$ cat src/rtl/ncl_stage_pkg.sv
package ncl_stage_pkg;

    typedef enum logic [1:0] {
        RAIL_NULL = 2'b00,
        RAIL_ZERO = 2'b01,
        RAIL_ONE  = 2'b10,
        RAIL_BAD  = 2'b11
    } rail_e;

    function automatic logic rail_is_data(input logic [1:0] r);
        return (r == 2'b01) || (r == 2'b10);
    endfunction

    function automatic logic rail_is_null(input logic [1:0] r);
        return r == 2'b00;
    endfunction

    // Hysteretic per-pair update: fill only on request-for-data, drain only on request-for-empty.
    function automatic rail_e rail_step(input rail_e cur, input logic [1:0] nin, input logic req);
        rail_e res;
        res = cur;
        if (cur == RAIL_NULL) begin
            if (req && rail_is_data(nin))
                res = rail_e'(nin);
        end else begin
            if (!req && rail_is_null(nin))
                res = RAIL_NULL;
        end
        return res;
    endfunction

endpackage

$ cat src/rtl/rail_cell.sv
module rail_cell
    import ncl_stage_pkg::*;
(
    input  logic       clk,
    input  logic       rst,
    input  logic [1:0] pair_in,
    input  logic       req,
    output logic [1:0] pair_q,
    output logic [1:0] pair_nxt,
    output logic       pair_bad
);

    rail_e cur_q;
    rail_e nxt_c;

    always_comb nxt_c = rail_step(cur_q, pair_in, req);

    always_ff @(posedge clk) begin
        if (rst) cur_q <= RAIL_NULL;
        else     cur_q <= nxt_c;
    end

    assign pair_q   = cur_q;
    assign pair_nxt = nxt_c;
    assign pair_bad = (pair_in == 2'b11);


    fill_chk: assert property (@(posedge clk) disable iff (rst)
        (cur_q == RAIL_NULL && req && rail_is_data(pair_in)) |=> (pair_q == $past(pair_in)));


    drain_chk: assert property (@(posedge clk) disable iff (rst)
        (rail_is_data(cur_q) && !req && pair_in == 2'b00) |=> (pair_q == 2'b00));


    data_hold_chk: assert property (@(posedge clk) disable iff (rst)
        (rail_is_data(cur_q) && !(!req && pair_in == 2'b00)) |=> $stable(pair_q));


    null_hold_chk: assert property (@(posedge clk) disable iff (rst)
        (cur_q == RAIL_NULL && !(req && rail_is_data(pair_in))) |=> (pair_q == 2'b00));


    never_bad_chk: assert property (@(posedge clk) disable iff (rst)
        pair_q != 2'b11);

endmodule

$ cat src/rtl/compl_detect.sv
module compl_detect #(
    parameter int WIDTH = 8
) (
    input  logic               clk,
    input  logic               rst,
    input  logic [2*WIDTH-1:0] word_nxt,
    input  logic [2*WIDTH-1:0] word_q,
    output logic               ack
);
    import ncl_stage_pkg::*;

    logic nxt_all_null, nxt_all_data;
    logic cur_all_null, cur_all_data;
    logic ack_q;

    always_comb begin
        nxt_all_null = 1'b1;
        nxt_all_data = 1'b1;
        cur_all_null = 1'b1;
        cur_all_data = 1'b1;
        for (int i = 0; i < WIDTH; i++) begin
            nxt_all_null &= rail_is_null(word_nxt[2*i +: 2]);
            nxt_all_data &= rail_is_data(word_nxt[2*i +: 2]);
            cur_all_null &= rail_is_null(word_q[2*i +: 2]);
            cur_all_data &= rail_is_data(word_q[2*i +: 2]);
        end
    end

    always_ff @(posedge clk) begin
        if (rst)               ack_q <= 1'b1;
        else if (nxt_all_null) ack_q <= 1'b1;
        else if (nxt_all_data) ack_q <= 1'b0;
    end

    assign ack = ack_q;


    ack_null_chk: assert property (@(posedge clk) disable iff (rst)
        cur_all_null |-> ack);


    ack_data_chk: assert property (@(posedge clk) disable iff (rst)
        cur_all_data |-> !ack);


    ack_hold_chk: assert property (@(posedge clk) disable iff (rst)
        (!cur_all_null && !cur_all_data) |-> $stable(ack));

endmodule

$ cat src/rtl/dr_latch_stage.sv
module dr_latch_stage #(
    parameter int WIDTH = 8
) (
    input  logic               clk,
    input  logic               rst,
    input  logic [2*WIDTH-1:0] rail_in,
    input  logic               req_in,
    output logic [2*WIDTH-1:0] rail_out,
    output logic               ack_out,
    output logic               code_err
);

    localparam int RAILS = 2 * WIDTH;

    logic [RAILS-1:0] word_nxt;
    logic [WIDTH-1:0] bad_vec;
    logic             err_q;

    for (genvar g = 0; g < WIDTH; g++) begin : g_pair
        rail_cell u_cell (
            .clk      (clk),
            .rst      (rst),
            .pair_in  (rail_in[2*g +: 2]),
            .req      (req_in),
            .pair_q   (rail_out[2*g +: 2]),
            .pair_nxt (word_nxt[2*g +: 2]),
            .pair_bad (bad_vec[g])
        );
    end

    compl_detect #(.WIDTH(WIDTH)) u_done (
        .clk      (clk),
        .rst      (rst),
        .word_nxt (word_nxt),
        .word_q   (rail_out),
        .ack      (ack_out)
    );

    always_ff @(posedge clk) begin
        if (rst) err_q <= 1'b0;
        else     err_q <= |bad_vec;
    end

    assign code_err = err_q;


    reset_state_chk: assert property (@(posedge clk)
        rst |=> (rail_out == '0 && ack_out && !code_err));


    err_flag_chk: assert property (@(posedge clk) disable iff (rst)
        (|bad_vec) |=> code_err);

endmodule

$ cat config.mk
export PLATFORM = sky130hd
export DESIGN_NAME = dr_latch_stage
export DESIGN_NICKNAME = d
export VERILOG_FILES = /design/src/rtl/ncl_stage_pkg.sv /design/src/rtl/rail_cell.sv /design/src/rtl/compl_detect.sv /design/src/rtl/dr_latch_stage.sv
export SDC_FILE = /design/constraint.sdc
export NUM_CORES = 1
export LEC_CHECK = 0
export BUFFER_PORTS_ARGS = -buffer_cell sky130_fd_sc_hd__buf_2
export CAP_MARGIN = 0
export CORE_MARGIN = 4
export CORE_UTILIZATION = 55
export DETAILED_ROUTE_END_ITERATION = 8
export GPL_TIMING_DRIVEN = 0
export PLACE_DENSITY = 0.84
export REMOVE_ABC_BUFFERS = 1
export SYNTH_ARGS = -nofsm -noshare
export SYNTH_HDL_FRONTEND = slang
export SYNTH_SLANG_ARGS = --single-unit
$ cat constraint.sdc
create_clock -name clk -period 3.5 [get_ports clk]
set_input_delay 0.175 -clock clk [delete_from_list [all_inputs] [get_ports clk]]
set_output_delay 0.175 -clock clk [all_outputs]
set_load 0.01 [all_outputs]
==> impl_metrics.yaml, run 1 <==
hold_path:
  hold_start: "rst"
  min_to: "g_pair[3].u_cell.pair_q[0]"
  hold_class: "input pin to register"
  min_path_cells: 2
pwr:
  power.density_nw_per_um2: 317
  leakage_nw: 0.792
  net-switching-power_uw: 135
  comb_power_share_pct: 25.9
  internal_power_uw: 335
  power_frac_seq_pct: 47.7
  switching_share_pct: 28.6
  peakVddDrop_uv: 308
  p_clk_share_pct: 26.4
  p_total_uw: 470
logic_synthesis:
  synth_compound_area_share_pct: 10.6
  yosys.area_share.simple_pct: 29.3
  synth_area_leaders: "dfxtp_1 28%, ha_1 24%, and3b_1 6.2%"
  synth-xor-area-share_pct: 0
  muxShareOfSynthArea_pct: 0
  synth_top_area_share_pct: 28.4
  yosysSeqAreaShare_pct: 28.4
  synth_top_family_by_area: "simple AND/OR/NAND/NOR gates"
  synth_area_sq_um: 1270
  yosysTopAreaCell: "dfxtp_1"
  synth.distinct_cells: 19
  avgSynthCellArea_sq_um: 9.34
  ys_warn_count: 0
  post_synth_inst_count: 136
  synth_fa_ha_area_share_pct: 23.6
  synth-seq-cells: 18
layout:
  area_delta_synth_final_pct: 16.7
  nets: 216
  fin_area_sq_um: 1480
  fillCellCount: 199
  layout-drive-gt1-share_pct: 33.1
  layout_commonest_cell: "buf_2"
  diodes: 0
  layout_common_cells: "36 x buf_2, 24 x ha_1, 18 x dfxtp_1"
sta:
  finalHoldViolCount: 0
  slew-limit-headroom_pct: 74.0
  clock_skew_ns: 0.00417
  setup_violations: 0
  slew_viol_final: 0
  worst_pin_slew_ns: 0.390
  finalSetupTns_ns: 0
  fin_crit_sh_pct: 43.9
  max_freq_mhz: 652
  hold_ws_ns: 0.283
  rsz0062_at_grt: "false"
  setup_ws_ns: 1.97
  period_minus_slack_ns: 1.53
placement:
  placed_cell_area_sq_um: 1450
  numPortBuffers: 36
  gp_congestion: 0.699
  post-place-ws_ns: 1.74
  dp.final_hpwl_microns: 2200
route:
  firstDrtPassIters: 4
  via_per_inst: 5.42
  postRouteAntennaNets: 0
  remaining_drc_errors: 0
  num_vias: 1084
  wl_per_cell_microns: 13.0
  drt_first_iter_violations: 47
  routed_wl_microns: 2610
die:
  std_cell_rows: 17
  die_y_microns: 56.1
  io-pin-count: 37
  die_w_microns: 56.1
  start_util_pct: 57.4
  core_sq_um: 2210
  dieArea_sq_um: 3140
clock_network:
  clk_pin_slew_ns: 0.10
  clockBufferDepth: 2
  clockRootBuffer: "clkbuf_4"
  cts_buffers: 3
  post_cts_buffers: 0
  holdBufCountCts: 0
  clk_latency_ns: 0.28
  post_cts_resized: 0
  cts_sinks: 18
  cts_max_level: 1
  cts_tree: "built"
grt:
  grt_pass1_vias: 1170
  grt_overflow: 0
  grt_pass1_wl_microns: 4660
  met3_usage_pct: 2.55
  use_met2_pct: 35.1
  grt-busiest-layer: "met2"
  antenna_found_initial: 0
  gr-usage-met1_pct: 18.5
  grtUsageTotal_pct: 17.6
  grt_max_degree: 24
flow_run:
  drv_cap: 0
worst_setup_path:
  worstReg2RegEnd: "u_done.ack"
  rr_startpoint: "g_pair[0].u_cell.pair_q[1]"
  r2r_slack_ns: 1.97
  path_max_fanout: 4
  crit_path_start: "g_pair[0].u_cell.pair_q[1]"
  reg2reg_depth: 6
  arrival_ns: 1.70
  crit_path_start_kind: "register"
  end_kind: "register"
  crit_required_ns: 3.66
  crit_type: "register to register"
run_status:
  outcome: "completed"
stage by stage:
stage	cells	utilization, %
after floorplan	132	-
after global placement	196	65.4
after detailed placement	196	65.4
after CTS	200	67.0
after global routing	200	67.0
final	200	67.0
logic make-up (layout without fill, tap and decap cells):
kind of cell    count (synthesis)  after routing
fa+ha+maj                      24             24
simple gates                   54             54
compound gates                 19             19
buf+inv                        21             57
flops                          18             18
registers in the layout, indices dropped and copies added, names as in the netlist:
signal / flops
g_pair.u_cell.pair_q: 16
code_err: 1
u_done.ack: 1
worst max path at each step:
stage	endpoint	cells after the start
2_1_floorplan	u_done.ack	8
3_3_place_gp	u_done.ack	9
3_5_place_dp	u_done.ack	9
4_1_cts	u_done.ack	6
5_1_grt	u_done.ack	6
6_report	u_done.ack	6
per-layer routing:
layer  share of wire [%]  vias to the layer above
met5                   0                        -
met4                 1.1                        0
met3                 3.8                        4
met2                  53                       22
met1                  42                      512
li1                    -                      546
synthesized netlist by cell type:
cell type	n
nor2b_1	9
ha_1	24
o22ai_1	9
nand2b_1	4
and4b_1	7
buf_2	1
nand2b_2	3
nor2_2	7
inv_1	17
dfxtp_1	18
o21ai_0	1
nor2_1	9
and3b_1	9
o211ai_1	1
nand4_1	4
nor4_1	2
buf_6	3
a21oi_2	7
a21oi_1	1
area by class of cell:
cell class                      count  area, sq um  area share [%]
Multi-Input combinational cell     97          807            54.4
Sequential cell                    18          360            24.3
Timing Repair Buffer               36          180            12.2
Inverter                           17         63.8            4.30
Clock buffer                        4         36.3            2.45
Tap cell                           28         35.0            2.36
power groups by stage:
stage	clock [mW]	combinational, mW	sequential (mW)
final	0.124	0.122	0.224
after global routing	0.138	0.139	0.226
after CTS	0.126	0.123	0.224
after detailed placement	0	0.122	0.229
after global placement	0	0.115	0.228
after floorplan	0	0.0687	0.233
worst max-delay path, stage by stage (launching register included):
cell,delay (ns)
dfxtp_1,0.38
nor2b_1,0.19
o22ai_1,0.13
ha_1,0.30
nand4_1,0.09
o21ai_0,0.20
o211ai_1,0.12
Power figures use the tool's default switching activity.
==> run 2, diff against run 1 <==
- ABC_AREA: unset -> 1
- CORE_UTILIZATION: 55 -> 46
- PLACE_DENSITY: 0.84 -> 0.75
- clock period: 3.5 -> 1.2 ns (I/O delays scaled with it)
==> run 2 against run 1 <==
- the run now ends with negative setup slack left
- flip-flop and latch count did not move
- combinational power grew to 3.6 times the previous value
- clock skew up 0.0079 ns
- cell count increased by 35%
- register-to-register slack lost 2.1 ns
- critical path type unchanged
- critical endpoint unchanged
==> impl_metrics.yaml, run 2 <==
route:
  postRouteAntennaNets: 0
  via_per_inst: 4.73
  dr_wl_met3_microns: 125
  firstDrtPassIters: 4
  drt_first_iter_violations: 8
  routed_wl_microns: 2750
  num_vias: 1273
  dr_wl_met2_microns: 1440
  wl_per_cell_microns: 10.2
  remaining_drc_errors: 0
  drt-met1-wl_microns: 1190
  topRoutingLayerUsed: "met4"
logic_synthesis:
  yosysSeqAreaShare_pct: 27.4
  synth-async-reset-ratio_pct: 0
  synth_most_common_cell: "inv_1"
  synth_area_sq_um: 1320
  synth_compound_area_share_pct: 12.6
  ys_warn_count: 0
  synth-xor-area-share_pct: 0
  yosys.area_share.simple_pct: 21.8
  synth-seq-cells: 18
  synth_enable_flop_cells: 0
  muxShareOfSynthArea_pct: 0
  synth.distinct_cells: 11
  synth_top_family_by_area: "adder cells"
  post_synth_inst_count: 198
  synth_flop_cell: "dfxtp_1"
  yosysTopAreaCell: "dfxtp_1"
  avgSynthCellArea_sq_um: 6.64
  synth_area_leaders: "dfxtp_1 27%, ha_1 23%, inv_1 14%"
  synth_fa_ha_area_share_pct: 22.8
  synth_common_cells: "48 x inv_1, 37 x nand2_1, 24 x ha_1, 18 x dfxtp_1, 18 x nor2_1"
  synth_top_area_share_pct: 27.4
clock_network:
  holdBufCountCts: 0
  clockRootBuffer: "clkbuf_4"
  clockBufferDepth: 2
  cts_buffers: 3
  cts_max_level: 1
  cts_sinks: 18
  cts_tree: "built"
  clk_pin_slew_ns: 0.11
  clk_latency_ns: 0.30
layout:
  nets: 282
  final_util_pct: 61.6
  area_delta_synth_final_pct: 28.0
  fin_area_sq_um: 1680
  stdcell_count: 269
  layout_commonest_cell: "inv_1"
  diodes: 0
  layout_common_cells: "48 x inv_1, 37 x nand2_1, 36 x buf_2"
  layout-drive-gt1-share_pct: 30.3
  fillCellCount: 273
  largest_reg_flops: 16
sta:
  worst_pin_slew_ns: 0.377
  period_minus_slack_ns: 1.38
  fin_crit_sh_pct: 115
  clock_skew_ns: 0.0121
  setup_ws_ns: -0.180
  finalHoldViolCount: 0
  slew_viol_final: 0
  max_freq_mhz: 725
  slew-limit-headroom_pct: 74.8
  finalSetupTns_ns: -0.238
  rsz0062_at_grt: "true"
  setup_violations: 2
run_status:
  violations: "negative setup slack"
  outcome: "finished, violations left"
die:
  start_util_pct: 48.1
  dieArea_sq_um: 3780
  die_y_microns: 61.5
  io-pin-count: 37
  core_sq_um: 2730
  die_w_microns: 61.5
  std_cell_rows: 19
placement:
  placed_cell_area_sq_um: 1510
  numPortBuffers: 36
  dp.final_hpwl_microns: 2000
  gp_congestion: 0.755
  placed_cells: 261
grt:
  grt_pass1_wl_microns: 4370
  grt_overflow: 0
  grt_max_degree: 25
  grtUsageTotal_pct: 15.0
  grt_pass1_vias: 1105
  antenna_found_initial: 0
pwr:
  leakage_nw: 0.983
  power.density_nw_per_um2: 882
  p_total_mw: 1.48
  peakVddDrop_uv: 1070
worst_setup_path:
  arrival_ns: 1.58
  end_kind: "register"
  crit_type: "register to register"
  critPathMaxStageDelay_ns: 0.37
  path_cells: "nor2_4 -> nand3_2 -> nand2_1 -> inv_1 -> ha_1 -> nand2_1 -> nor2_1 -> nand2_1 -> nand2_1 -> nand2_1"
  crit_path_start_kind: "register"
  path_max_fanout: 3
  crit_required_ns: 1.40
  crit_top_cell: "nand2_1"
  critical-path-slowest-cell: "dfxtp_4"
hold_path:
  hold_class: "input pin to register"
flow_run:
  drv_cap: 0
## run 2: per-layer routing
layer	up-vias	track usage (%)
met1	561	17.6
met3	2	3.14
met2	20	28.4
met4	0	1.82
met5	-	0
li1	690	-
## run 2: area by class of cell
cell class | count | area (sq um) | area share, %
clock buffers | 4 | 36.3 | 2.16
inverters | 48 | 180 | 10.7
multi-input cells | 128 | 837 | 49.7
well taps | 31 | 38.8 | 2.30
flip-flops and latches | 18 | 380 | 22.6
repair buffers | 40 | 210 | 12.5
## run 2: worst max-delay path, delay by kind of cell (launching register included)
family | cells | cell delay [ns]
buffers and inverters | 1 | 0.05
adder cells (fa/ha/maj) | 1 | 0.26
AND/OR/NAND/NOR | 8 | 0.61
flip-flops | 1 | 0.37
## run 2: where the power goes
part	leakage (nW)	switching [mW]	internal, mW
clock network	0.0210	0.188	0.185
registers	0.153	0.0347	0.636
logic	0.809	0.254	0.186
## run 2: through the flow
stage          worst slack [ns]  hold WS (ns)
2_1_floorplan           -0.0902         0.129
3_3_place_gp             -0.281         0.384
3_5_place_dp             -0.275         0.388
4_1_cts                  -0.127        0.0602
5_1_grt                  -0.281        0.0382
6_report                 -0.180        0.0387
## run 2: path summary, 6_finish.rpt
check / slack, ns / cells past startpoint / endpoint / startpoint
setup reg to reg: -0.18 / 10 / u_done.ack / g_pair[7].u_cell.pair_q[0]
hold reg to reg: 0.46 / 2 / u_done.ack / u_done.ack
setup / recovery: -0.18 / 10 / u_done.ack / g_pair[7].u_cell.pair_q[0]
hold / removal: 0.04 / 3 / g_pair[0].u_cell.pair_q[0] / rail_in[0]
## run 2: cell families (layout without fill, tap and decap cells)
group / count (synthesis) / count (layout)
compound gates: 33 / 33
fa+ha+maj: 24 / 24
buf+inv: 52 / 92
flops: 18 / 18
simple gates: 71 / 71
## run 2: what timing repair did
action	CTS	global route
gates resized for setup	14	22
setup endpoints to repair	1	2
pin swaps	14	2
buffers inserted	4	0
==> run 3, diff against run 2 <==
- CORE_UTILIZATION: 46 -> 51
- PLACE_DENSITY: 0.75 -> 0.78
- clock period: 1.2 -> 1.35 ns (I/O delays scaled with it)
==> run 3 against run 2 <==
- the run still ends with negative setup slack left
- flip-flop and latch count stayed put
- cell count is 1.5% lower
- register-to-register slack better by 0.17 ns
- core utilization is 5.0 points higher
- clock power is 5.6% lower
- combinational power is 12% lower
- critical endpoint unchanged
- largest cell class unchanged
==> impl_metrics.yaml, run 3 (synthesis results as in run 2) <==
grt:
  grt_overflow: 0
  grtUsageTotal_pct: 17.1
  grt_max_degree: 25
  grt_pass1_vias: 1177
  grt_pass1_wl_microns: 4660
  antenna_found_initial: 0
sta:
  setup_ws_ns: -0.00699
  slew_viol_final: 0
  clock_skew_ns: 0.00222
  max_freq_mhz: 737
  rsz0062_at_grt: "true"
  slew-limit-headroom_pct: 74.5
  period_minus_slack_ns: 1.36
  setup_violations: 1
  worst_pin_slew_ns: 0.382
  finalHoldViolCount: 0
  fin_crit_sh_pct: 101
  finalSetupTns_ns: -0.00699
route:
  drt_first_iter_violations: 40
  wl_per_cell_microns: 10.3
  postRouteAntennaNets: 0
  routed_wl_microns: 2740
  num_vias: 1295
  via_per_inst: 4.89
  remaining_drc_errors: 0
  firstDrtPassIters: 4
layout:
  largest_reg_flops: 16
  layout-drive-gt1-share_pct: 28.9
  area_delta_synth_final_pct: 25.4
  layout_commonest_cell: "inv_1"
  nets: 279
  layout_common_cells: "47 x inv_1, 36 x nand2_1, 36 x buf_2"
  diodes: 0
hold_path:
  min_path_cells: 3
  min_to: "g_pair[6].u_cell.pair_q[0]"
  hold_start: "rail_in[12]"
  hold_class: "input pin to register"
worst_setup_path:
  rr_startpoint: "g_pair[1].u_cell.pair_q[0]"
  crit_required_ns: 1.56
  r2r_slack_ns: -0.007
  end_kind: "register"
  reg2reg_depth: 10
  worstReg2RegEnd: "u_done.ack"
  crit_path_start_kind: "register"
  crit_type: "register to register"
  path_max_fanout: 3
  arrival_ns: 1.56
clock_network:
  cts_sinks: 18
  clockRootBuffer: "clkbuf_4"
  clockBufferDepth: 2
  cts_buffers: 3
  holdBufCountCts: 0
  clk_pin_slew_ns: 0.11
  cts_tree: "built"
  clk_latency_ns: 0.30
  cts_max_level: 1
placement:
  numPortBuffers: 36
  post-place-ws_ns: -0.165
  dp.final_hpwl_microns: 2040
  gp_congestion: 0.756
die:
  dieArea_sq_um: 3460
  core_sq_um: 2480
  std_cell_rows: 18
  die_w_microns: 58.8
  io-pin-count: 37
  die_y_microns: 58.8
  start_util_pct: 53.1
run_status:
  outcome: "finished, violations left"
  violations: "negative setup slack"
pwr:
  leakage_nw: 0.966
  peakVddDrop_uv: 834
  power.density_nw_per_um2: 810
flow_run:
  drv_cap: 0
-- run 3: cell types whose count changed in the layout (fill, tap and decap cells not counted), sizes merged --
cell  previous run  this run
buf             40        37
-- run 3: how the worst max path moves through the flow --
stage                                           from  cells after the start  slack (ns)          to
after detailed placement                  rail_in[4]                     14       -0.16  u_done.ack
after CTS                 g_pair[6].u_cell.pair_q[1]                     10      0.0003  u_done.ack
after global routing      g_pair[3].u_cell.pair_q[0]                     10       -0.16  u_done.ack
after floorplan           g_pair[2].u_cell.pair_q[1]                     10        0.06  u_done.ack
final                     g_pair[1].u_cell.pair_q[0]                     10      -0.007  u_done.ack
after global placement                    rail_in[4]                     14       -0.13  u_done.ack
-- run 3: final cells by class --
cell class                      count  area (sq um)
Timing Repair Buffer               37           188
Multi-Input combinational cell    128           835
Fill cell                         246           828
Inverter                           48           180
Tap cell                           30          37.5
Sequential cell                    18           373
Clock buffer                        4          36.3
-- run 3: power breakdown --
group          total [mW]  switching (mW)  internal, mW
clock               0.352           0.187         0.165
sequential          0.596          0.0287         0.567
combinational       0.388           0.228         0.160
total                1.34           0.445         0.891
-- run 3: stage by stage --
stage / total power [mW] / hold slack [ns] / std cells / utilization (%) / cell area [sq um]
2_1_floorplan: 0.822 / 0.137 / 194 / - / 1290
5_1_grt: 1.44 / 0.0366 / 265 / 66.6 / 1650
3_3_place_gp: 0.943 / 0.395 / 260 / 61.0 / 1510
3_5_place_dp: 0.953 / 0.395 / 260 / 61.0 / 1510
6_report: 1.34 / 0.0364 / 265 / 66.6 / 1650
4_1_cts: 1.32 / 0.0359 / 265 / 64.2 / 1590
-- run 3: metal layers --
layer  routed length [microns]  GRT usage [%]
met5                         0              0
met1                      1250           21.9
met4                        19           2.59
met2                      1270           28.9
met3                       199           5.04
-- run 3: repair_timing --
action | CTS | global route
setup buffers | 1 | 0
pin swaps | 10 | 5
cloned | 0 | 0
setup endpoints to repair | 1 | 1
gates resized for setup | 16 | 15
-- run 3: worst max-delay path, cell delays in order (launching register included) --
cell	delay, ns
dfxtp_2	0.36
nor2_4	0.13
nand3_2	0.09
nand2_1	0.06
inv_1	0.04
ha_1	0.27
nand2_1	0.06
nor2_1	0.11
nand2_1	0.05
nand2_1	0.05
nand2_1	0.05
